**src/rtl/cke_pwr_pkg.sv**
```systemverilog
package cke_pwr_pkg;

  typedef enum logic [2:0] {
    ST_RUN  = 3'd0,
    ST_SUSP = 3'd1,
    ST_PDN  = 3'd2,
    ST_SREF = 3'd3,
    ST_SRX  = 3'd4
  } pwr_state_t;

  typedef enum logic [3:0] {
    AC_NONE       = 4'd0,
    AC_SUSP_BEGIN = 4'd1,
    AC_SUSP_HOLD  = 4'd2,
    AC_SUSP_END   = 4'd3,
    AC_PD_ENTER   = 4'd4,
    AC_PD_HOLD    = 4'd5,
    AC_PD_EXIT    = 4'd6,
    AC_SR_ENTER   = 4'd7,
    AC_SR_HOLD    = 4'd8,
    AC_SR_EXIT    = 4'd9,
    AC_SR_WAIT    = 4'd10,
    AC_ILLEGAL    = 4'd11,
    AC_INVALID    = 4'd12
  } pwr_act_t;

  typedef struct packed {
    logic quiet;
    logic aref;
  } cmd_class_t;

endpackage

```
**src/rtl/cke_cmd_decode.sv**
```systemverilog
module cke_cmd_decode
  import cke_pwr_pkg::*;
(
  input  logic       cs_n,
  input  logic       ras_n,
  input  logic       cas_n,
  input  logic       we_n,
  output cmd_class_t cls
);

  logic desel;
  logic nop;

  always_comb begin
    desel     = cs_n;
    nop       = !cs_n && ras_n && cas_n && we_n;
    cls.quiet = desel || nop;
    cls.aref  = !cs_n && !ras_n && !cas_n && we_n;
  end

endmodule

```
**src/rtl/cke_exit_timer.sv**
```systemverilog
module cke_exit_timer #(
  parameter int TRC_CYCLES = 8
) (
  input  logic clk,
  input  logic rst_n,
  input  logic load,
  input  logic run,
  output logic last
);

  localparam int CNT_W = $clog2(TRC_CYCLES + 1);

  logic [CNT_W-1:0] cnt_q;

  always_ff @(posedge clk) begin
    if (!rst_n) begin
      cnt_q <= '0;
    end else if (load) begin
      cnt_q <= CNT_W'(TRC_CYCLES);
    end else if (run && cnt_q != '0) begin
      cnt_q <= cnt_q - CNT_W'(1);
    end
  end

  assign last = (cnt_q == CNT_W'(1)) || (cnt_q == '0);

  assert_cnt_bound_R9: assert property (@(posedge clk) disable iff (!rst_n)
    cnt_q <= CNT_W'(TRC_CYCLES));

  assert_cnt_step_R9: assert property (@(posedge clk) disable iff (!rst_n)
    (run && !load && cnt_q > CNT_W'(1)) |=> (cnt_q == $past(cnt_q) - CNT_W'(1)));

endmodule

```
**src/rtl/cke_state_ctrl.sv**
```systemverilog
module cke_state_ctrl
  import cke_pwr_pkg::*;
(
  input  logic       clk,
  input  logic       rst_n,
  input  logic       cke,
  input  logic       cke_prev,
  input  cmd_class_t cls,
  input  logic       banks_idle,
  input  logic       tmr_last,
  output pwr_state_t state_o,
  output pwr_act_t   action_o,
  output logic       cmd_en_o,
  output logic       tmr_load_o
);

  pwr_state_t state_q;
  pwr_state_t state_d;
  pwr_act_t   act;
  logic       load;

  always_comb begin
    state_d = state_q;
    act     = AC_NONE;
    load    = 1'b0;
    unique case (state_q)
      ST_RUN: begin
        if (cke_prev && !cke) begin
          if (banks_idle) begin
            if (cls.aref) begin
              act     = AC_SR_ENTER;
              state_d = ST_SREF;
            end else if (cls.quiet) begin
              act     = AC_PD_ENTER;
              state_d = ST_PDN;
            end else begin
              act = AC_ILLEGAL;
            end
          end else begin
            act     = AC_SUSP_BEGIN;
            state_d = ST_SUSP;
          end
        end
      end
      ST_SUSP: begin
        if (cke) begin
          act     = AC_SUSP_END;
          state_d = ST_RUN;
        end else begin
          act = AC_SUSP_HOLD;
        end
      end
      ST_PDN: begin
        if (cke_prev) begin
          act = AC_INVALID;
          if (cke) state_d = ST_RUN;
        end else if (cke) begin
          act     = AC_PD_EXIT;
          state_d = ST_RUN;
        end else begin
          act = AC_PD_HOLD;
        end
      end
      ST_SREF: begin
        if (cke_prev) begin
          act = AC_INVALID;
        end else if (cke) begin
          act     = cls.quiet ? AC_SR_EXIT : AC_ILLEGAL;
          state_d = ST_SRX;
          load    = 1'b1;
        end else begin
          act = AC_SR_HOLD;
        end
      end
      ST_SRX: begin
        act = cls.quiet ? AC_SR_WAIT : AC_ILLEGAL;
        if (tmr_last) state_d = ST_RUN;
      end
      default: begin
        state_d = ST_RUN;
        act     = AC_INVALID;
      end
    endcase
  end

  always_ff @(posedge clk) begin
    if (!rst_n) state_q <= ST_RUN;
    else        state_q <= state_d;
  end

  assign state_o    = state_q;
  assign action_o   = act;
  assign tmr_load_o = load;
  assign cmd_en_o   = (state_q == ST_RUN) && cke_prev &&
                      (act == AC_NONE || act == AC_SUSP_BEGIN);

  assert_gate_off_R2: assert property (@(posedge clk) disable iff (!rst_n)
    (state_q != ST_RUN) |-> !cmd_en_o);

  assert_busy_suspend_R3: assert property (@(posedge clk) disable iff (!rst_n)
    (state_q == ST_RUN && !banks_idle && cke_prev && !cke) |=> state_q == ST_SUSP);

  assert_pdn_exit_R6: assert property (@(posedge clk) disable iff (!rst_n)
    (state_q == ST_PDN && cke) |=> state_q == ST_RUN);

  assert_sref_guard_R7: assert property (@(posedge clk) disable iff (!rst_n)
    (state_q == ST_RUN && !banks_idle) |=> state_q != ST_SREF);

  assert_sref_hold_R8: assert property (@(posedge clk) disable iff (!rst_n)
    (state_q == ST_SREF && !cke) |=> state_q == ST_SREF);

  assert_srx_stay_R9: assert property (@(posedge clk) disable iff (!rst_n)
    (state_q == ST_SRX && !tmr_last) |=> state_q == ST_SRX);

  assert_srx_done_R9: assert property (@(posedge clk) disable iff (!rst_n)
    (state_q == ST_SRX && tmr_last) |=> state_q == ST_RUN);

  assert_sref_wake_R10: assert property (@(posedge clk) disable iff (!rst_n)
    (state_q == ST_SREF && !cke_prev && cke) |=> state_q == ST_SRX);

endmodule

```
**src/rtl/cke_power_fsm.sv**
```systemverilog
module cke_power_fsm
  import cke_pwr_pkg::*;
#(
  parameter int TRC_CYCLES = 8
) (
  input  logic       clk,
  input  logic       rst_n,
  input  logic       cke,
  input  logic       cs_n,
  input  logic       ras_n,
  input  logic       cas_n,
  input  logic       we_n,
  input  logic       banks_idle,
  output logic [2:0] pstate,
  output logic [3:0] action,
  output logic       cmd_en,
  output logic       clk_hold
);

  logic       cke_prev_q;
  cmd_class_t cls;
  pwr_state_t st;
  pwr_act_t   act;
  logic       tmr_load;
  logic       tmr_last;

  always_ff @(posedge clk) begin
    if (!rst_n) cke_prev_q <= 1'b1;
    else        cke_prev_q <= cke;
  end

  cke_cmd_decode u_dec (
    .cs_n  (cs_n),
    .ras_n (ras_n),
    .cas_n (cas_n),
    .we_n  (we_n),
    .cls   (cls)
  );

  cke_exit_timer #(.TRC_CYCLES(TRC_CYCLES)) u_tmr (
    .clk   (clk),
    .rst_n (rst_n),
    .load  (tmr_load),
    .run   (st == ST_SRX),
    .last  (tmr_last)
  );

  cke_state_ctrl u_ctl (
    .clk        (clk),
    .rst_n      (rst_n),
    .cke        (cke),
    .cke_prev   (cke_prev_q),
    .cls        (cls),
    .banks_idle (banks_idle),
    .tmr_last   (tmr_last),
    .state_o    (st),
    .action_o   (act),
    .cmd_en_o   (cmd_en),
    .tmr_load_o (tmr_load)
  );

  assign pstate   = st;
  assign action   = act;
  assign clk_hold = (st == ST_SUSP);

  assert_hold_release_R4: assert property (@(posedge clk) disable iff (!rst_n)
    (clk_hold && cke) |=> !clk_hold);

endmodule

```
**config.mk**
```make
export PLATFORM = sky130hd
export DESIGN_NAME = cke_power_fsm
export DESIGN_NICKNAME = d
export VERILOG_FILES = /design/src/rtl/cke_pwr_pkg.sv /design/src/rtl/cke_cmd_decode.sv /design/src/rtl/cke_exit_timer.sv /design/src/rtl/cke_state_ctrl.sv /design/src/rtl/cke_power_fsm.sv
export SDC_FILE = /design/constraint.sdc
export NUM_CORES = 1
export LEC_CHECK = 0
export BUFFER_PORTS_ARGS = -buffer_cell sky130_fd_sc_hd__buf_2
export CAP_MARGIN = 20
export CORE_MARGIN = 4
export CORE_UTILIZATION = 35
export DETAILED_ROUTE_END_ITERATION = 10
export GPL_ROUTABILITY_DRIVEN = 0
export GPL_TIMING_DRIVEN = 0
export HOLD_SLACK_MARGIN = 0.15
export PLACE_DENSITY = 0.6
export SETUP_SLACK_MARGIN = 0.5
export SLEW_MARGIN = 30
export SYNTH_ARGS = -nofsm -noshare
export SYNTH_HDL_FRONTEND = slang
export SYNTH_SLANG_ARGS = --single-unit
```
**constraint.sdc**
```tcl
create_clock -name clk -period 2 [get_ports clk]
set_clock_uncertainty 0.15 [all_clocks]
set_input_delay 0.4 -clock clk [delete_from_list [all_inputs] [get_ports clk]]
set_output_delay 0.4 -clock clk [all_outputs]
set_load 0.1 [all_outputs]
```
Word level (Yosys, flattened, before mapping)
Cells that the tools add are included.
{"block": "totals", "output_inout_bits": 9, "reg_bits": 8, "elab_cells": 69}
{"block": "op_classes", "n_addsub": 1, "reduce_logical": 25, "muxes": 26, "n_eq_ne": 12, "bitwise": 1}
{"op": "2-to-1 mux 4 bit", "count": 9}
{"op": "2-to-1 mux 3 bit", "count": 8}
{"op": "case mux 4 bit (5 select lines)", "count": 1}
{"op": "case mux 3 bit (4 select lines)", "count": 1}
{"op": "logical AND 1 bit", "count": 10}
{"op": "equality test 4 x 1 -> 1 bit (second input constant)", "count": 2}
{"op": "logical NOT 4 bit", "count": 2}
{"op": "equality test 3 x 2 -> 1 bit (second input constant)", "count": 2}
{"op": "inequality test 2 bit (second input constant)", "count": 3}
{"op": "AND reduction 6 bit", "count": 1}
{"op": "2-to-1 mux 1 bit", "count": 5}
{"op": "logical NOT 1 bit", "count": 4}
{"op": "2-to-1 mux 2 bit", "count": 2}
{"op": "inequality test 2 x 1 -> 1 bit (second input constant)", "count": 2}
{"op": "inequality test 4 x 3 -> 1 bit (second input constant)", "count": 1}
{"op": "nonzero test 4 bit", "count": 1}
{"op": "OR reduction 2 bit", "count": 2}
{"op": "subtractor 4 x 1 -> 4 bit (second input constant)", "count": 1}
{"op": "equality test 3 x 1 -> 1 bit (second input constant)", "count": 1}
{"op": "equality test 3 bit (second input constant)", "count": 1}
{"op": "logical NOT 3 bit", "count": 1}
{"op": "logical OR 1 bit", "count": 3}
{"op": "nonzero test 2 bit", "count": 1}
{"op": "NOT 1 bit", "count": 1}

Depth between registers and ports, before layout
{"block": "logic_depth", "ltp_word": 13, "ltp_mapped": 6}

Hierarchy
From an unflattened synthesis, not the netlist that was laid out.
{"block": "unflattened", "cells_unflattened": 77, "area_unflattened_um2": 653.1}
{"mod": "cke_state_ctrl", "instances": 1, "cells_each": 44, "area_each_um2": 362.8, "seq_area_each_um2": 60.1}
{"mod": "cke_exit_timer", "instances": 1, "cells_each": 27, "area_each_um2": 225.2, "seq_area_each_um2": 80.1}
{"mod": "cke_power_fsm", "instances": 1, "cells_each": 4, "area_each_um2": 41.3, "seq_area_each_um2": 20.0}
{"mod": "cke_cmd_decode", "instances": 1, "cells_each": 2, "area_each_um2": 23.8, "seq_area_each_um2": 0.0}

Worst setup path after synthesis
Ideal clock, no wire load.
{"block": "synth_timing", "path_type": "flip-flop to output port", "startpoint": "register u_ctl.state_q[1] (netlist: u_ctl.state_o[1])", "endpoint": "output action[0]", "stages_incl_launch_ff": 5, "path_slack_ns": -1.731, "arrival_time_ns": 3.181, "cell_sequence": "dfxtp_1 > buf_2 > mux2i_1 > a22oi_1 > o22ai_1"}
{"block": "synth_via", "elab_chain_cells": 2, "word_cells_on_any_way": 6, "cone_classes": "4 x eq/ne; 1 x mux; 1 x reduce/logical"}
{"element": "from (decl)", "line_no": "cke_state_ctrl.sv:17", "text": "pwr_state_t state_q;"}
{"element": "from (signal assigned)", "line_no": "cke_state_ctrl.sv:88", "text": "else state_q <= state_d;"}
{"element": "equality test 3 bit (tied with other cells)", "line_no": "cke_state_ctrl.sv:26", "text": "unique case (state_q)"}
{"element": "case mux 4 bit (5 select lines) (*)", "line_no": "cke_state_ctrl.sv:26"}
{"element": "to (decl)", "line_no": "cke_power_fsm.sv:15", "text": "output logic [3:0] action,"}
Every way passes the cells marked *; elsewhere a longest branch is shown, timed or not.

Worst setup path in the final report
{"block": "layout_timing", "startpoint": "register u_ctl.state_q[0] (netlist: u_ctl.state_o[0])", "endpoint": "output action[2]"}
Same word-level chain as after synthesis.

==> flow_summary.toml <==
[yosys]
postSynthAreaPerCell_sq_um = 8.148
ys_types = 41
synth-seq-cells = 8
syn-num-nets = 91
ys_seq_area_share_pct = 24.57
synth_area_sq_um = 651.9
synth_enable_flop_cells = 0
syn_inst = 80
synth_flop_cell = "dfxtp_1"
netlist.area_leader.share_pct = 24.57
netlist_top_cells_area = "dfxtp_1 (25%), ha_1 (5.8%), nor2_1 (5.2%), inv_1 (4.0%), nand3_1 (3.8%)"
synth_top_area_cell = "dfxtp_1"
ys_async_sr_fraction_pct = 0
yosys_warnings = 0

[power]
switchingPower_uw = 281.3
seq_power_share_pct = 25.2
vdd_drop_max_mv = 0.2684
cell_internal_pwr_uw = 380.2
leakage_uw = 0.0005135
swShare_pct = 42.53
combinationalPowerShare_pct = 53.0
power_density_nw_per_um2 = 497.9
power_frac_clock_pct = 21.8

[hold_path]
holdPathStages = 2
worstHoldPathType = "in2reg"

[worst_setup_path]
critPathKind = "reg2out"
cp-end-kind = "output port"
r2r_cells = 8
critPathArrivalTime_ns = 1.64
cp_max_fo = 3
required_ns = 1.45
startpoint_type = "flop"

[outcome]
run_status = "finished with violations"
violations = "negative setup slack"

[clock_network]
numClockSinks = 8
cts_root_buf = "clkbuf_4"
cts_tree = "done"
clk_pin_slew_worst_paths_ns = 0.07
cts_hold_buffers = 0
h-tree-depth = 1
insertion_delay_ns = 0.27
clockBufferDepth = 2
cts_made_buffers = 3

[run]
maxCapViolCount = 0

[die]
pin_count = 17
die_w_um = 51.16
die_h_um = 51.16
die_area_sq_um = 2617
design.core.area_sq_um = 1745
start_util_pct = 37.35
num_rows = 15

[layout]
area_growth_pct = 103.8
seqCellArea_sq_um = 177.7
antenna_cells = 0
fin_util_pct = 76.13
drive_above_1_share_pct = 66.10
multi_input_area_sq_um = 653.1
nNetsFinal = 130
final_area_sq_um = 1329
n_fill_cell = 102

[placed_design]
place_ws_ns = -0.3225
dpl_cell_area_sq_um = 855.8
hpwl_mm = 1.225
port_buffers = 15

[grt]
grt_pass1_vias = 801
grtUsageMet2_pct = 33.91
grtUsageTotal_pct = 19.43
grt_start_max_net_pins = 11
grt-ovfl-total = 0
grt.met1_usage_pct = 21.31
antenna_found_initial = 0
grt_pass1_wl_mm = 3.767
met3_usage_pct = 6.414
grt-busiest-layer = "met2"

[route]
drtIter0Drc = 9
vias = 758
finalWirelength_mm = 2.480
drc = 0
detail_route.wl_per_cell_um = 17.34
vias_per_cell = 5.301
drtPass1Iterations = 4
ant_nets = 0

[sta]
min_period_ns = 2.189
finalCritPeriodShare_pct = 109.5
final-max-slew-violation-count = 0
tightest_slew_ns = 0.5328
rsz0062_at_grt = "yes"
fmax_ghz = 0.4568
tns_ns = -0.7428
layout_setup_ws_ns = -0.1891
finalSetupViolations = 5
relSlewSlack_pct = 64.48
hold_viol_final = 0
cell type report:
cell class,count,area share (%)
Timing Repair Buffer,34,28.53
Multi-Input combinational cell,62,49.15
Inverter,7,1.977
Clock buffer,4,1.977
Sequential cell,8,13.37
Tap cell,25,2.354
Buffer,3,2.637
registers in the layout, indices dropped and copies added, names as in the netlist:
register       flops
u_ctl.state_o      3
u_tmr.cnt_q        4
cke_prev_q         1
layout by cell type, fill, tap and decap left out, drive strengths merged, types with 3 or more instances in the layout:
| master | instances |
|---|---|
| a21boi | 3 |
| buf | 36 |
| clkbuf | 5 |
| dfxtp | 8 |
| ha | 3 |
| inv | 7 |
| nand2 | 4 |
| nand3 | 5 |
| nor2 | 9 |
| o21ai | 3 |
| o22ai | 3 |
timing repair:
item / in CTS / in global routing
setup endpoints to repair: 16 / 16
gates resized for setup: 74 / 2
cloned: 0 / 0
buffers inserted: 17 / 2
pin swaps: 12 / 5
logic make-up (layout without fill, tap and decap cells):
group	after synthesis	after routing	synth area share [%]
xor gates and xnor gates	4	4	5.375
buffers and inverters	10	48	6.718
AOI/OAI and AO/OA	23	23	28.02
DFF	8	8	24.57
and+or+nand+nor	31	31	28.02
adders and majority gates	3	3	5.759
muxes	1	1	1.536
power groups by stage:
| stage | clock network, uW | logic [uW] | registers (uW) |
|---|---|---|---|
| after floorplan | 0 | 176 | 186 |
| after global placement | 0 | 226 | 169 |
| after detailed placement | 0 | 226 | 170 |
| after CTS | 147 | 335 | 166 |
| after global routing | 154 | 362 | 168 |
| final | 144 | 351 | 167 |
critical path: stages, from the launching register on:
cell and delay (ns):
dfxtp_4 0.36, buf_8 0.12, nor3_4 0.17, nand3_2 0.16
buf_6 0.17, o221ai_4 0.17, buf_12 0.21
synth_stat cells, drive strengths merged (2+ instances only):
cell / number
nand2b: 2
nand3: 5
a221oi: 2
and2: 2
inv: 7
dfxtp: 8
buf: 2
ha: 3
o22ai: 3
a21boi: 3
xor2: 2
nor2: 9
nor3: 2
o21ai: 3
nand2: 4
xnor2: 2
o2bb2ai: 2
per-stage QoR:
stage                     hold slack [ns]  instances  total power (uW)
after floorplan                    0.3461         80             361.4
after global placement             0.3738        120             395.5
after detailed placement           0.3820        120             395.8
after CTS                          0.2605        141             648.0
after global routing               0.2849        143             683.1
final                              0.2730        143             661.6
worst paths after layout:
path	start	slack, ns	to
max	u_ctl.state_o[0]	-0.19	action[2]
min	rst_n	0.27	cke_prev_q
min reg2reg	u_tmr.cnt_q[1]	0.36	u_tmr.cnt_q[1]
max reg2reg	u_ctl.state_o[0]	0.20	u_ctl.state_o[1]
routing by layer:
metal	wire (um)	part of all wire (%)
met4	52	2.1
met5	0	0
met2	1246	50
met1	1108	45
met3	72	2.9
Power figures use the tool's default switching activity.
